## config.mk

```make
export PLATFORM = sky130hd
export DESIGN_NAME = cmo_unit
export DESIGN_NICKNAME = d
export VERILOG_FILES = /design/src/rtl/cmo_pkg.sv /design/src/rtl/cmo_chan_state.sv /design/src/rtl/cmo_pin_mux.sv /design/src/rtl/cmo_unit.sv
export SDC_FILE = /design/constraint.sdc
export NUM_CORES = 1
export LEC_CHECK = 0
export CAP_MARGIN = 20
export CORE_AREA = 2 2 39 41
export DETAILED_ROUTE_END_ITERATION = 6
export DIE_AREA = 0 0 41 43
export DONT_BUFFER_PORTS = 1
export HOLD_SLACK_MARGIN = 0.1
export SYNTH_ARGS = -nofsm -noshare
export SYNTH_HDL_FRONTEND = slang
export SYNTH_SLANG_ARGS = --single-unit
```

## constraint.sdc

```tcl
create_clock -name clk -period 0.85 [get_ports clk]
set_input_delay 0.0425 -clock clk [delete_from_list [all_inputs] [get_ports clk]]
set_output_delay 0.0425 -clock clk [all_outputs]
set_load 0.01 [all_outputs]
```

## src/rtl/cmo_pkg.sv

```systemverilog
package cmo_pkg;

    typedef enum logic [1:0] {
        COM_OFF    = 2'b00,
        COM_TOGGLE = 2'b01,
        COM_CLEAR  = 2'b10,
        COM_SET    = 2'b11
    } com_mode_e;

    typedef struct packed {
        logic hit;
        logic frc;
    } strobe_t;

    function automatic logic com_next(com_mode_e mode, logic cur);
        logic nxt;
        case (mode)
            COM_TOGGLE: nxt = ~cur;
            COM_CLEAR:  nxt = 1'b0;
            COM_SET:    nxt = 1'b1;
            default:    nxt = cur;
        endcase
        return nxt;
    endfunction

    function automatic logic strobe_fires(strobe_t s, logic pwm);
        return s.hit | (s.frc & ~pwm);
    endfunction

endpackage

```

## src/rtl/cmo_chan_state.sv

```systemverilog
module cmo_chan_state
    import cmo_pkg::*;
(
    input  logic      clk,
    input  logic      rst,
    input  logic      pwm_sel,
    input  strobe_t   stb,
    input  com_mode_e mode,
    output logic      state
);

    logic upd;

    always_comb begin
        upd = strobe_fires(stb, pwm_sel);
    end

    always_ff @(posedge clk) begin
        if (rst) begin
            state <= 1'b0;
        end else if (upd) begin
            state <= com_next(mode, state);
        end
    end

    a_r1_reset_clear: assert property (@(posedge clk)
        rst |=> !state);

    a_r2_off_holds: assert property (@(posedge clk) disable iff (rst)
        (stb.hit && mode == COM_OFF) |=> $stable(state));

    a_r3_toggle_flips: assert property (@(posedge clk) disable iff (rst)
        (stb.hit && mode == COM_TOGGLE) |=> state != $past(state));

    a_r4_clear_low: assert property (@(posedge clk) disable iff (rst)
        (stb.hit && mode == COM_CLEAR) |=> !state);

    a_r5_set_high: assert property (@(posedge clk) disable iff (rst)
        ((stb.hit || (stb.frc && !pwm_sel)) && mode == COM_SET) |=> state);

    a_r7_force_blocked: assert property (@(posedge clk) disable iff (rst)
        (!stb.hit && pwm_sel) |=> $stable(state));

    a_r8_single_toggle: assert property (@(posedge clk) disable iff (rst)
        (stb.hit && stb.frc && !pwm_sel && mode == COM_TOGGLE) |=> state != $past(state));

    a_r12_idle_holds: assert property (@(posedge clk) disable iff (rst)
        (!stb.hit && !stb.frc) |=> $stable(state));

endmodule

```

## src/rtl/cmo_pin_mux.sv

```systemverilog
module cmo_pin_mux
    import cmo_pkg::*;
(
    input  com_mode_e mode,
    input  logic      cmp,
    input  logic      port_bit,
    input  logic      dir_bit,
    output logic      pin_out,
    output logic      pin_oe
);

    logic src;

    always_comb begin
        src     = (mode != COM_OFF) ? cmp : port_bit;
        pin_oe  = dir_bit;
        pin_out = dir_bit ? src : 1'b0;
    end

endmodule

```

## src/rtl/cmo_unit.sv

```systemverilog
module cmo_unit
    import cmo_pkg::*;
#(
    parameter int NUM_CH = 2
) (
    input  logic                  clk,
    input  logic                  rst,
    input  logic                  pwm_sel,
    input  logic [NUM_CH-1:0]     match_stb,
    input  logic [NUM_CH-1:0]     force_stb,
    input  logic [2*NUM_CH-1:0]   com_mode,
    input  logic [NUM_CH-1:0]     port_bit,
    input  logic [NUM_CH-1:0]     dir_bit,
    output logic [NUM_CH-1:0]     pin_out,
    output logic [NUM_CH-1:0]     pin_oe,
    output logic [NUM_CH-1:0]     cmp_state
);

    localparam int MODE_W = 2;

    for (genvar c = 0; c < NUM_CH; c++) begin : g_ch
        com_mode_e mode_c;
        strobe_t   stb_c;

        always_comb begin
            mode_c    = com_mode_e'(com_mode[MODE_W*c +: MODE_W]);
            stb_c.hit = match_stb[c];
            stb_c.frc = force_stb[c];
        end

        cmo_chan_state u_state (
            .clk     (clk),
            .rst     (rst),
            .pwm_sel (pwm_sel),
            .stb     (stb_c),
            .mode    (mode_c),
            .state   (cmp_state[c])
        );

        cmo_pin_mux u_mux (
            .mode     (mode_c),
            .cmp      (cmp_state[c]),
            .port_bit (port_bit[c]),
            .dir_bit  (dir_bit[c]),
            .pin_out  (pin_out[c]),
            .pin_oe   (pin_oe[c])
        );

        a_r9_pin_follows_cmp: assert property (@(posedge clk) disable iff (rst)
            (dir_bit[c] && mode_c != COM_OFF) |-> pin_out[c] == cmp_state[c]);

        a_r9_pin_follows_port: assert property (@(posedge clk) disable iff (rst)
            (dir_bit[c] && mode_c == COM_OFF) |-> pin_out[c] == port_bit[c]);

        a_r10_released: assert property (@(posedge clk) disable iff (rst)
            !dir_bit[c] |-> (!pin_oe[c] && !pin_out[c]));
    end

endmodule

```

==> impl_metrics.csv <==
group,metric,value,unit
sta,period_share,1.17,
outcome,violations,"negative hold slack, negative setup slack",
floorplanning,core,1380,um2
worst_setup_path,r2r_cells,4,
sta,rsz0062_at_grt,"yes",
logic_synthesis,synthesis.instances,28,
logic_synthesis,synth_seq_cells,2,
logic_synthesis,ys_warn_count,0,
worst_setup_path,cpPeakStageDelay,330,ps
place,place_congestion,0.545,
cts,tritoncts,"yes",
detailed_routing,dr_total_vias,199,
sta,tns,-505,ps
place,dp_slack,-46.2,ps
detailed_routing,wire_per_inst,9.38,um
logic_synthesis,syn_area_per_cell,6.97,um2
layout,finalNetCount,53,
floorplanning,start_util,0.141,
sta,clock_skew,0,ps
layout,max_flop_register,"g_ch.u_state.state",
worst_setup_path,setup.worst_path.class,"flip-flop to flip-flop",
logic_synthesis,synth_nets,43,
sta,holdWs,-3.18,ps
sta,worst_pin_slew,172,ps
outcome,status,"finished with violations",
sta,slew_violations,0,
worst_setup_path,arrival,1140,ps
detailed_routing,viasPerCell,3.83,
worst_setup_path,cp_cell_sequence,"buf_4 -> inv_2 -> or3_1 -> a31oi_1",
layout,layout_commonest_cell,"buf_4",
worst_setup_path,crit_path_max_fanout,3,
cts,clock_tree.root_cell,"clkbuf_4",
cts,ctsHoldBuffers,3,
detailed_routing,first_pass_iters,1,
sta,finalSetupViolations,4,
worst_setup_path,crit_path_start_kind,"flip-flop",
power,power_per_cell_area,1400,nW/um2
floorplanning,ioPinCount,21,
job,cap_violations,0,
layout,drive_gt1_frac,0.472,
grt,grt_pass1_wl,759,um
floorplanning,row_count,14,
cts,cts_buffer_depth,2,
grt,grt_max_degree,4,
cts,cts_buffers,3,
worst_setup_path,r2r_slack,-140,ps
power,p_leak,0.000118,uW
logic_synthesis,ys_seq_area_frac,0.205,
grt,grt_use_total,0.0661,
cts,path_clk_slew,30,ps
layout,largest_reg_flops,2,
floorplanning,die_area,1760,um2
hold_path,hold_class,"input port to flip-flop",
hold_path,min_path_cells,2,
power,peakVddDrop,299,uV
cts,clkLatencyLatePin,220,ps
detailed_routing,remaining_drc_errors,0,
detailed_routing,ant_nets,0,
floorplanning,die_width,41,um
cts,htreeDepth,1,
worst_setup_path,required,990,ps
grt,grt_pass1_vias,203,
detailed_routing,drtIter0Drc,0,
logic_synthesis,netlist_area,195,um2
layout,num_antenna_cells,0,
grt,overflow,0,
worst_setup_path,cp_slowest_cell,"dfxtp_2",
cts,clock-sinks,2,
detailed_routing,routed_wl,488,um
floorplanning,die_h,43,um
layout,final_cell_mix,"6 x buf_4, 4 x nand2_1, 3 x clkbuf_4, 3 x dlygate4sd3_1",
worst_setup_path,end_kind,"flip-flop",
layout,area_growth,53.8,%
sta,fmax,1.01,GHz
grt,antenna_found_initial,0,
sta,finalHoldViolCount,2,
sta,post-route-min-period,994,ps
sta,fin_ws,-144,ps
layout,top_regs,"g_ch.u_state.state (2)",
logic_synthesis,synth_cell_type_count,11,
place,io_buffers,0,
sta,relSlewSlack,0.885,
Yosys cell counts (all sizes together):
cell | instances | area (um2)
o21ai | 2 | 10.0
inv | 2 | 7.51
or3 | 2 | 12.5
buf | 6 | 45.0
a31oi | 2 | 12.5
a21boi | 2 | 15.0
dfxtp | 2 | 40.0
nand2 | 4 | 15.0
o221ai | 2 | 17.5
nor2b | 2 | 12.5
nor2 | 2 | 7.51
through the flow:
| stage | util | std cells | hold slack [ps] | total power [uW] | cell area, um2 |
|---|---|---|---|---|---|
| 6_report | 0.217 | 52 | -3.18 | 419 | 300 |
| 2_1_floorplan | - | 28 | 104 | 175 | 198 |
| 3_5_place_dp | 0.157 | 44 | 85.1 | 182 | 218 |
| 3_3_place_gp | 0.157 | 44 | 85.1 | 181 | 218 |
| 4_1_cts | 0.214 | 52 | -6.59 | 423 | 297 |
| 5_1_grt | 0.217 | 52 | 10.8 | 449 | 300 |
final timing paths:
kind,start,to
worst max-delay path,g_ch[0].u_state.state$_SDFFE_PP0P_,g_ch[0].u_state.state$_SDFFE_PP0P_
worst min-delay path,com_mode[0],g_ch[0].u_state.state$_SDFFE_PP0P_
worst max register to register,g_ch[0].u_state.state$_SDFFE_PP0P_,g_ch[0].u_state.state$_SDFFE_PP0P_
worst min register to register,g_ch[0].u_state.state$_SDFFE_PP0P_,g_ch[0].u_state.state$_SDFFE_PP0P_
metal layers:
layer  GRT usage  routed length (um)
met5           0                   0
met4      0.0600                   0
met3      0.0262                  68
met2       0.100                 274
met1      0.0637                 145
critical path: cells and delay by family, from the launching register on:
family | cells | cell delay (ps)
flip-flops | 1 | 330
AND/OR/NAND/NOR | 1 | 330
AO/OA/AOI/OAI | 1 | 120
buffers and inverters | 2 | 140
cells by family after synthesis:
logic type,count (synthesis),synth area share
AO/OA/AOI/OAI,8,0.282
flip-flops,2,0.205
AND/OR/NAND/NOR,10,0.244
buffers and inverters,8,0.269
power breakdown:
part | total [uW] | leakage, uW | internal, uW | switching, uW
Sequential | 109 | 0.0000172 | 104 | 5.59
Combinational | 106 | 0.0000868 | 65.7 | 40.1
Clock | 204 | 0.0000138 | 155 | 49.0
repair_timing:
| item | in CTS | in global routing |
|---|---|---|
| pin swaps | 2 | 0 |
| gates resized for setup | 7 | 1 |
| setup buffers | 2 | 0 |
| setup endpoints to repair | 4 | 4 |
| endpoints found under the hold margin | 4 | 2 |
layout make-up:
cell class              instances  area (um2)
clock buffers                   3        22.5
flip-flops and latches          2        42.5
well taps                      16        20.0
repair buffers                 11        97.6
fillers                       165        1080
inverters                       2        7.51
multi-input cells              18         110
Note: power is estimated with default switching activity, not from simulation.
